===== src/rtl/pot_seq_pkg.sv =====
package pot_seq_pkg;

    typedef enum logic [2:0] {
        ST_IDLE,
        ST_SEL_SETUP,
        ST_DIR_SETUP,
        ST_INC_LOW,
        ST_INC_HIGH,
        ST_RELEASE,
        ST_DESELECT,
        ST_DONE
    } seq_state_e;

    // nanoseconds to clock cycles, rounded up, never below one
    function automatic int ns_to_cycles(input int ns, input int mhz);
        int c;
        c = (ns * mhz + 999) / 1000;
        return (c < 1) ? 1 : c;
    endfunction

    function automatic int imax(input int a, input int b);
        return (a > b) ? a : b;
    endfunction

endpackage


===== src/rtl/pot_cycle_timer.sv =====
module pot_cycle_timer #(
    parameter int W = 8
) (
    input  logic         clk,
    input  logic         rst_n,
    input  logic         load,
    input  logic [W-1:0] load_val,
    output logic         expired
);
    logic [W-1:0] cnt_d, cnt_q;

    always_comb begin
        cnt_d = cnt_q;
        if (load)
            cnt_d = load_val;
        else if (cnt_q != '0)
            cnt_d = cnt_q - 1'b1;
    end

    always_ff @(posedge clk or negedge rst_n) begin
        if (!rst_n) cnt_q <= '0;
        else        cnt_q <= cnt_d;
    end

    assign expired = (cnt_q == '0);

endmodule


===== src/rtl/pot_step_count.sv =====
module pot_step_count #(
    parameter int W = 5
) (
    input  logic         clk,
    input  logic         rst_n,
    input  logic         load,
    input  logic [W-1:0] load_val,
    input  logic         dec,
    output logic         is_zero,
    output logic         is_one
);
    logic [W-1:0] rem_d, rem_q;

    always_comb begin
        rem_d = rem_q;
        if (load)
            rem_d = load_val;
        else if (dec && rem_q != '0)
            rem_d = rem_q - 1'b1;
    end

    always_ff @(posedge clk or negedge rst_n) begin
        if (!rst_n) rem_q <= '0;
        else        rem_q <= rem_d;
    end

    assign is_zero = (rem_q == '0);
    assign is_one  = (rem_q == W'(1));

endmodule


===== src/rtl/pot_step_sequencer.sv =====
module pot_step_sequencer
    import pot_seq_pkg::*;
#(
    parameter int STEP_W          = 5,
    parameter int CLK_MHZ         = 125,
    parameter int T_SEL_SETUP_NS  = 100,
    parameter int T_DIR_HOLD_NS   = 100,
    parameter int T_DIR_SETUP_NS  = 100,
    parameter int T_LOW_NS        = 1000,
    parameter int T_HIGH_NS       = 1000,
    parameter int T_REST_NS       = 1000,
    parameter int T_SAVE_NS       = 10_000_000,
    parameter int T_NOSAVE_NS     = 250
) (
    input  logic              clk,
    input  logic              rst_n,
    input  logic              cmd_valid,
    output logic              cmd_ready,
    input  logic              cmd_up,
    input  logic [STEP_W-1:0] cmd_steps,
    input  logic              cmd_save,
    output logic              sel_n,
    output logic              step_n,
    output logic              dir_up,
    output logic              busy,
    output logic              done
);
    // select setup also covers the direction-change hold after the last strobe rise
    localparam int SEL_CYC    = imax(ns_to_cycles(T_SEL_SETUP_NS, CLK_MHZ),
                                     ns_to_cycles(T_DIR_HOLD_NS, CLK_MHZ));
    localparam int DIR_CYC    = ns_to_cycles(T_DIR_SETUP_NS, CLK_MHZ);
    localparam int LOW_CYC    = ns_to_cycles(T_LOW_NS, CLK_MHZ);
    localparam int HIGH_CYC   = ns_to_cycles(T_HIGH_NS, CLK_MHZ);
    localparam int REST_CYC   = ns_to_cycles(T_REST_NS, CLK_MHZ);
    localparam int SAVE_CYC   = ns_to_cycles(T_SAVE_NS, CLK_MHZ);
    localparam int NOSAVE_CYC = ns_to_cycles(T_NOSAVE_NS, CLK_MHZ);
    localparam int MAX_CYC    = imax(imax(imax(SEL_CYC, DIR_CYC), imax(LOW_CYC, HIGH_CYC)),
                                     imax(REST_CYC, imax(SAVE_CYC, NOSAVE_CYC)));
    localparam int TW         = $clog2(MAX_CYC + 1);

    typedef struct packed {
        seq_state_e state;
        logic       sel_n;
        logic       step_n;
        logic       dir;
        logic       up;
        logic       save;
        logic       done;
    } seq_regs_t;

    seq_regs_t       r_d, r_q;
    logic            tmr_load, tmr_expired;
    logic [TW-1:0]   tmr_val;
    logic            cnt_load, cnt_dec, cnt_zero, cnt_one;

    pot_cycle_timer #(.W(TW)) u_timer (
        .clk      (clk),
        .rst_n    (rst_n),
        .load     (tmr_load),
        .load_val (tmr_val),
        .expired  (tmr_expired)
    );

    pot_step_count #(.W(STEP_W)) u_steps (
        .clk      (clk),
        .rst_n    (rst_n),
        .load     (cnt_load),
        .load_val (cmd_steps),
        .dec      (cnt_dec),
        .is_zero  (cnt_zero),
        .is_one   (cnt_one)
    );

    always_comb begin
        r_d      = r_q;
        r_d.done = 1'b0;
        tmr_load = 1'b0;
        tmr_val  = '0;
        cnt_load = 1'b0;
        cnt_dec  = 1'b0;
        unique case (r_q.state)
            ST_IDLE: begin
                if (cmd_valid) begin
                    cnt_load = 1'b1;
                    r_d.up   = cmd_up;
                    r_d.save = cmd_save;
                    if (cmd_steps == '0 && !cmd_save) begin
                        r_d.done  = 1'b1;
                        r_d.state = ST_DONE;
                    end else begin
                        r_d.sel_n = 1'b0;
                        r_d.state = ST_SEL_SETUP;
                        tmr_load  = 1'b1;
                        tmr_val   = TW'(SEL_CYC - 1);
                    end
                end
            end
            ST_SEL_SETUP: begin
                if (tmr_expired) begin
                    r_d.dir   = r_q.up;
                    r_d.state = ST_DIR_SETUP;
                    tmr_load  = 1'b1;
                    tmr_val   = TW'(DIR_CYC - 1);
                end
            end
            ST_DIR_SETUP: begin
                if (tmr_expired) begin
                    tmr_load = 1'b1;
                    if (cnt_zero) begin
                        r_d.state = ST_RELEASE;
                        tmr_val   = TW'(REST_CYC - 1);
                    end else begin
                        r_d.step_n = 1'b0;
                        r_d.state  = ST_INC_LOW;
                        tmr_val    = TW'(LOW_CYC - 1);
                    end
                end
            end
            ST_INC_LOW: begin
                if (tmr_expired) begin
                    cnt_dec  = 1'b1;
                    tmr_load = 1'b1;
                    if (cnt_one && !r_q.save) begin
                        r_d.state = ST_RELEASE;
                        tmr_val   = TW'(REST_CYC - 1);
                    end else begin
                        r_d.step_n = 1'b1;
                        r_d.state  = ST_INC_HIGH;
                        tmr_val    = TW'(HIGH_CYC - 1);
                    end
                end
            end
            ST_INC_HIGH: begin
                if (tmr_expired) begin
                    tmr_load = 1'b1;
                    if (cnt_zero) begin
                        r_d.state = ST_RELEASE;
                        tmr_val   = TW'(REST_CYC - 1);
                    end else begin
                        r_d.step_n = 1'b0;
                        r_d.state  = ST_INC_LOW;
                        tmr_val    = TW'(LOW_CYC - 1);
                    end
                end
            end
            ST_RELEASE: begin
                if (tmr_expired) begin
                    r_d.sel_n = 1'b1;
                    r_d.state = ST_DESELECT;
                    tmr_load  = 1'b1;
                    tmr_val   = r_q.save ? TW'(SAVE_CYC - 1) : TW'(NOSAVE_CYC - 1);
                end
            end
            ST_DESELECT: begin
                if (tmr_expired) begin
                    r_d.step_n = 1'b1;
                    r_d.done   = 1'b1;
                    r_d.state  = ST_DONE;
                end
            end
            ST_DONE: r_d.state = ST_IDLE;
            default: r_d.state = ST_IDLE;
        endcase
    end

    always_ff @(posedge clk or negedge rst_n) begin
        if (!rst_n) begin
            r_q <= '{state: ST_IDLE, sel_n: 1'b1, step_n: 1'b1, dir: 1'b0,
                     up: 1'b0, save: 1'b0, done: 1'b0};
        end else begin
            r_q <= r_d;
        end
    end

    assign sel_n     = r_q.sel_n;
    assign step_n    = r_q.step_n;
    assign dir_up    = r_q.dir;
    assign done      = r_q.done;
    assign busy      = (r_q.state != ST_IDLE);
    assign cmd_ready = (r_q.state == ST_IDLE);

    assert_step_selected_R3: assert property (@(posedge clk) disable iff (!rst_n)
        $fell(step_n) |-> !sel_n);

    assert_dir_steady_R5: assert property (@(posedge clk) disable iff (!rst_n)
        !step_n |-> $stable(dir_up));

    assert_low_held_R6: assert property (@(posedge clk) disable iff (!rst_n)
        (r_q.state == ST_INC_LOW && !tmr_expired) |=> (r_q.state == ST_INC_LOW && !step_n));

    assert_release_level_R8: assert property (@(posedge clk) disable iff (!rst_n)
        $rose(sel_n) |-> (step_n == r_q.save));

    assert_accept_busy_R2: assert property (@(posedge clk) disable iff (!rst_n)
        (cmd_valid && cmd_ready) |=> (busy && !cmd_ready));

    assert_done_single_R10: assert property (@(posedge clk) disable iff (!rst_n)
        done |=> (!done && !busy));

endmodule


===== config.mk =====
export PLATFORM = sky130hd
export DESIGN_NAME = pot_step_sequencer
export DESIGN_NICKNAME = d
export VERILOG_FILES = /design/src/rtl/pot_seq_pkg.sv /design/src/rtl/pot_cycle_timer.sv /design/src/rtl/pot_step_count.sv /design/src/rtl/pot_step_sequencer.sv
export SDC_FILE = /design/constraint.sdc
export NUM_CORES = 1
export LEC_CHECK = 0
export ABC_CLOCK_PERIOD_IN_PS = 7200
export BUFFER_PORTS_ARGS = -buffer_cell sky130_fd_sc_hd__buf_2
export CELL_PAD_IN_SITES_DETAIL_PLACEMENT = 0
export CELL_PAD_IN_SITES_GLOBAL_PLACEMENT = 2
export CORE_ASPECT_RATIO = 0.6
export CORE_MARGIN = 4
export CORE_UTILIZATION = 40
export CTS_CLUSTER_SIZE = 30
export DETAILED_ROUTE_END_ITERATION = 6
export HOLD_SLACK_MARGIN = 0.05
export PLACE_DENSITY = 0.85
export SLEW_MARGIN = 40
export SYNTH_ARGS = -nofsm -noshare
export SYNTH_HDL_FRONTEND = slang
export SYNTH_SLANG_ARGS = --single-unit

===== constraint.sdc =====
create_clock -name clk -period 7.2 [get_ports clk]
set_input_delay 1.44 -clock clk [delete_from_list [all_inputs] [get_ports clk]]
set_output_delay 1.44 -clock clk [all_outputs]
set_load 0.01 [all_outputs]

# Yosys cells after proc, flatten, opt, wreduce, memory -nomap -nowiden
# Cells that the tools add are included.
[classes]
eq_ne = 17
add_sub_neg = 2
reduce_logical = 24
n_mux = 39
[op_table]
columns = ["operator", "n"]
rows = [
  ["21-bit 2-to-1 mux", 4],
  ["21-bit one-hot mux with 4 select lines", 1],
  ["21-bit zero test", 1],
  ["3-bit one-hot mux with 7 select lines", 1],
  ["21-bit nonzero test", 1],
  ["21-bit by 1-bit subtractor with 21-bit output, second input constant", 1],
  ["4-bit 2-to-1 mux", 5],
  ["3-bit 2-to-1 mux", 6],
  ["2-bit != test, second input constant", 8],
  ["1-bit 2-to-1 mux", 15],
  ["3-bit equality test, second input constant", 4],
  ["6-bit AND reduction", 2],
  ["5-bit zero test", 2],
  ["5-bit 2-to-1 mux", 2],
  ["7-bit 2-to-1 mux", 1],
  ["3-bit by 2-bit equality test with 1-bit output, second input constant", 2],
  ["1-bit one-hot mux with 2 select lines", 3],
  ["2-bit nonzero test", 3],
  ["3-bit nonzero test", 2],
  ["5-bit by 1-bit equality test with 1-bit output, second input constant", 1],
  ["5-bit nonzero test", 1],
  ["5-bit OR reduction", 1],
  ["5-bit by 1-bit subtractor with 5-bit output, second input constant", 1],
  ["2-bit AND reduction", 2],
  ["other kinds (9)", 12],
]
[word_totals]
register_bits = 35
in_bits = 10
word_cells = 91
out_inout_bits = 6

# Depth between registers and ports, before layout
[logic_depth]
word_depth = 6
depth_mapped = 8
depth_no_buf = 7

# Cells and area by module
# Synthesis repeated with hierarchy kept, for this count alone.
[hier_totals]
cells_unflattened = 248
area_unflattened_um2 = 2321.0
[by_module_without_submodules]
columns = ["mod", "seq_area_each_um2", "instances", "cells_per_inst", "area_per_inst_um2"]
rows = [
  ["pot_cycle_timer", 525.5, 1, 129, 1297.5],
  ["pot_step_sequencer", 227.7, 1, 85, 690.7],
  ["pot_step_count", 125.1, 1, 34, 332.8],
]

# Worst setup path before layout
# Ideal clock, no wire load.
[synth_timing]
path_kind = "in2reg"
from = "input cmd_steps[3]"
to = "register u_timer.cnt_q[11]"
path_stages = 5
arrival_ps = 3085
n_path_buf = 0
setup_time_ps = 68
setup_slack_ps = 4047
cell_sequence = "nor4_1 > a21oi_1 > a31o_2 > or4b_2 > nand2_1"
[synth_via]
elab_chain_len = 6
elab_cells_between_ends = 7
[synth_lines]
columns = ["element", "line_no", "source"]
rows = [
  ["from (decl)", "pot_step_sequencer.sv:20", "input logic [STEP_W-1:0] cmd_steps,"],
  ["5-bit zero test *", "pot_step_sequencer.sv:87", "if (cmd_steps == '0 && !cmd_save) begin"],
  ["1-bit logical AND *", "pot_step_sequencer.sv:87", ""],
  ["1-bit 2-to-1 mux *", "pot_step_sequencer.sv:87", ""],
  ["1-bit 2-to-1 mux *", "pot_step_sequencer.sv:83", "if (cmd_valid) begin"],
  ["1-bit one-hot mux with 2 select lines *", "pot_step_sequencer.sv:81", "unique case (r_q.state)"],
  ["21-bit 2-to-1 mux / 2-bit nonzero test (equally long branches)", "n/a", ""],
  ["to (signal assigned)", "pot_cycle_timer.sv:22", "else cnt_q <= cnt_d;"],
  ["to (decl)", "pot_cycle_timer.sv:10", "logic [W-1:0] cnt_d, cnt_q;"],
]
# Mark *: on every way between the ends. The rest lies on a longest branch, timed or not.
# A chain may end at the register's enable or synchronous reset.

# Final worst setup path
[layout_timing]
from = "input cmd_valid"
to = "register u_timer.cnt_q[11]"
[layout_via]
elab_chain_len = 3
elab_cells_between_ends = 4
[layout_lines]
columns = ["element", "line_no", "source"]
rows = [
  ["from (decl)", "pot_step_sequencer.sv:17", "input logic cmd_valid,"],
  ["1-bit 2-to-1 mux *", "pot_step_sequencer.sv:83", ""],
  ["1-bit one-hot mux with 2 select lines *", "pot_step_sequencer.sv:81", ""],
  ["21-bit 2-to-1 mux / 2-bit nonzero test (equally long branches)", "n/a", ""],
]
# Marks and branches as above.

==> summary.txt <==
Placed design
  – Dpl ws: 3790 ps
  – Placed insts: 318
  – DP Wirelength: 3960 µm
  – RePlAce Congestion: 0.839
  – I/O Buffers: 15

Routing
  – Via count: 1883
  – DR WL/cell: 17.1 µm
  – Number of remaining DRC errors: 0
  – Detailed Route WL: 5580 µm
  – DRT Pass-1 Iters: 6
  – Vias/cell: 5.78
  – Post-route ant nets: 0
  – DR iter-0 viols: 124

Global route
  – First-pass GRT wire length: 9670 µm
  – All-Layer GR Usage: 0.182
  – GR met2 Demand/Resource: 0.221
  – Layer with the highest usage: met1
  – Total grt overflow: 0
  – Number of global-route vias before repair: 1772
  – Met3 usage: 0.0383
  – GR Util met1: 0.304
  – Initial antenna violation count: 0
  – Largest net degree at the start of global routing: 36

Critical path
  – Crit-path leading delay family: simple AND/OR/NAND/NOR gates
  – Setup crit start kind: input pin
  – Critical path class: in -> reg
  – Endpoint class of the critical path: flip-flop
  – Reg-to-reg slack, setup: 4320 ps
  – Crit path buffers/inverters: 1
  – Critical Path RT: 7370 ps
  – Slowest-stage cell, CP: or4b_1
  – Crit-path max FO: 15
  – Slowest cell delay on critical path: 720 ps
  – CP Data Arrival Time: 3280 ps
  – Critical-path cell list: buf_2, or4b_1, a21oi_1, a31o_2, or4b_2, nand2_1

Timing
  – Worst Slack Setup Final: 4090 ps
  – RSZ-0062 raised after global routing: false
  – Layout Skew: 9.88 ps
  – Slew Limit Fails: 0
  – Min cycle time layout: 3110 ps
  – TNS Setup: 0 ps
  – Fmax: 322 MHz
  – Final hold vios: 0
  – Max_slew headroom: 0.506
  – Fin crit share: 0.431
  – Worst-Margin Slew: 735 ps
  – Final setup viols: 0

Status
  – Outcome: completed

Yosys
  – Netlist cell types: 54
  – YS warnings: 0
  – Top FF cell, synth: dfrtp_1
  – Most common cell in the netlist: dfrtp_1
  – Syn Inst Count: 248
  – Ranking of synthesized cells by area: dfrtp_1, a21oi_1, xnor2_1, nand2_1, o21ai_0
  – Synth top cells by count: dfrtp_1, a21oi_1, nand2_1
  – Seq/Total Area, Yosys: 0.400
  – Leading area contributor after synthesis: dfrtp_1
  – EDFF count, synth: 0
  – Syn Area/Cell: 8.85 µm²
  – Post-synthesis register bit count: 35
  – Asr flop ratio synth: 1.00
  – Syn Nets: 262
  – Post-Syn Area: 2200 µm²
  – Post-synth top area share: 0.376

Floorplan
  – DIE AREA: 6780 µm²
  – Site row count: 20
  – Starting density of the core: 0.424
  – Die W: 104 µm
  – Core footprint: 5180 µm²
  – # IOs: 16
  – Die Height: 65.4 µm

Clock network
  – CTS Buf Count: 5
  – Post-CTS Hold Fix Bufs: 0
  – CTS Sinks: 35
  – CTS tree: yes
  – H-tree Lvls: 2
  – Skew-Pair Late Insertion Delay: 300 ps
  – CTS Root Cell: clkbuf_8
  – Clock tree buffer depth: 2
  – Post-CTS setup buffer count: 0
  – # resized after CTS: 0
  – CTS clk-pin slew, worst paths: 80 ps

Power
  – Reg power frac: 0.426
  – Leakage: 1.01 nW
  – Final Power: 0.000873 W
  – Comb power frac: 0.383
  – Internal power: 0.000525 W
  – Sw Share: 0.398
  – Maximum VDD drop: 0.138 mV
  – PD cells: 360 nW/µm²
  – Switching power total: 0.000347 W
  – Share of power burned in the clock network: 0.191

Cells and area
  – Final net count: 273
  – Ratio of cells with drive above 1 in the final layout: 0.165
  – FF/Latch Area: 878 µm²
  – Fillcell total: 534
  – Cell Count, Final, Fillers Out: 326
  – Area Overhead vs Synth: 10.3%
  – Area of the multi-input gates: 1220 µm²
  – Util after Layout: 0.468
  – Antenna Cells: 0

Run
  – # Max-Cap Violations: 0

Worst hold path
  – Hold crit path type: reg -> reg
==> metrics by stage <==
stage / hold slack (ps) / area, µm²
floorplan: 465 / 2200
global placement: 451 / 2320
CTS: 472 / 2420
detailed placement: 452 / 2320
global route: 480 / 2420
finish: 467 / 2420
==> worst min-delay path, stage by stage (launching register included) <==
cell     delay (ps)
dfstp_2         370
nand2_1          50
nand2_1          50
==> logic make-up after synthesis <==
kind of cell	count (synthesis)	share of synthesized area
flip-flops	35	0.400
XOR/XNOR	13	0.0519
AND/OR/NAND/NOR	100	0.261
buffers and inverters	25	0.0462
multiplexers	4	0.0222
adder cells (fa/ha/maj)	4	0.0228
AO/OA/AOI/OAI	67	0.196
==> state kept, by name, summed over array words and instances (netlist names) <==
signal	count
u_timer.cnt_q	21
r_q	5
u_steps.rem_q	5
dir_up	1
done	1
sel_n	1
step_n	1
==> worst paths after layout <==
path / to / start / cells past startpoint
hold reg to reg: sel_n / sel_n / 2
setup reg to reg: step_n / u_timer.cnt_q[11] / 6
setup / recovery: u_timer.cnt_q[11] / cmd_valid / 6
min in group asynchronous: u_timer.cnt_q[14] / rst_n / 1
hold / removal: sel_n / sel_n / 2
max in group asynchronous: step_n / rst_n / 1
==> layer usage <==
layer,part of all wire,vias up
li1,-,938
met1,0.56,886
met2,0.36,55
met3,0.068,4
met4,0.0075,0
met5,0,-
==> power groups by stage <==
stage | clock network [W] | registers, W | logic, W
CTS | 0.000170 | 0.000369 | 0.000334
global route | 0.000182 | 0.000386 | 0.000384
detailed placement | 0 | 0.000372 | 0.000330
finish | 0.000166 | 0.000372 | 0.000335
floorplan | 0 | 0.000343 | 0.000283
global placement | 0 | 0.000374 | 0.000335
==> final cells by class <==
class | count | area share
flip-flops and latches | 35 | 0.363
clock buffers | 7 | 0.0398
clock inverters | 1 | 0.00310
repair buffers | 18 | 0.0413
well taps | 66 | 0.0341
multi-input cells | 188 | 0.502
inverters | 11 | 0.0170
==> cells in the final DEF, fill, tap and decap left out, types with 3 or more instances in the layout <==
cell type  synthesis  final
o21ai_0           13     13
buf_4              0      4
nand4_1            6      6
a31oi_1            6      6
nand3_1            8      8
inv_1             11     11
clkbuf_8           0      7
nor3_1             9      9
nand2_1           23     23
xnor2_1           10     10
and2_1             3      3
nor2_1            17     17
dfrtp_1           33     33
xor2_1             3      3
nor4_1             4      4
a21boi_0           3      3
mux2_2             3      3
a21oi_1           23     23
buf_2              0     14
or3_1              6      6
ha_1               4      4
Power figures use the tool's default switching activity.
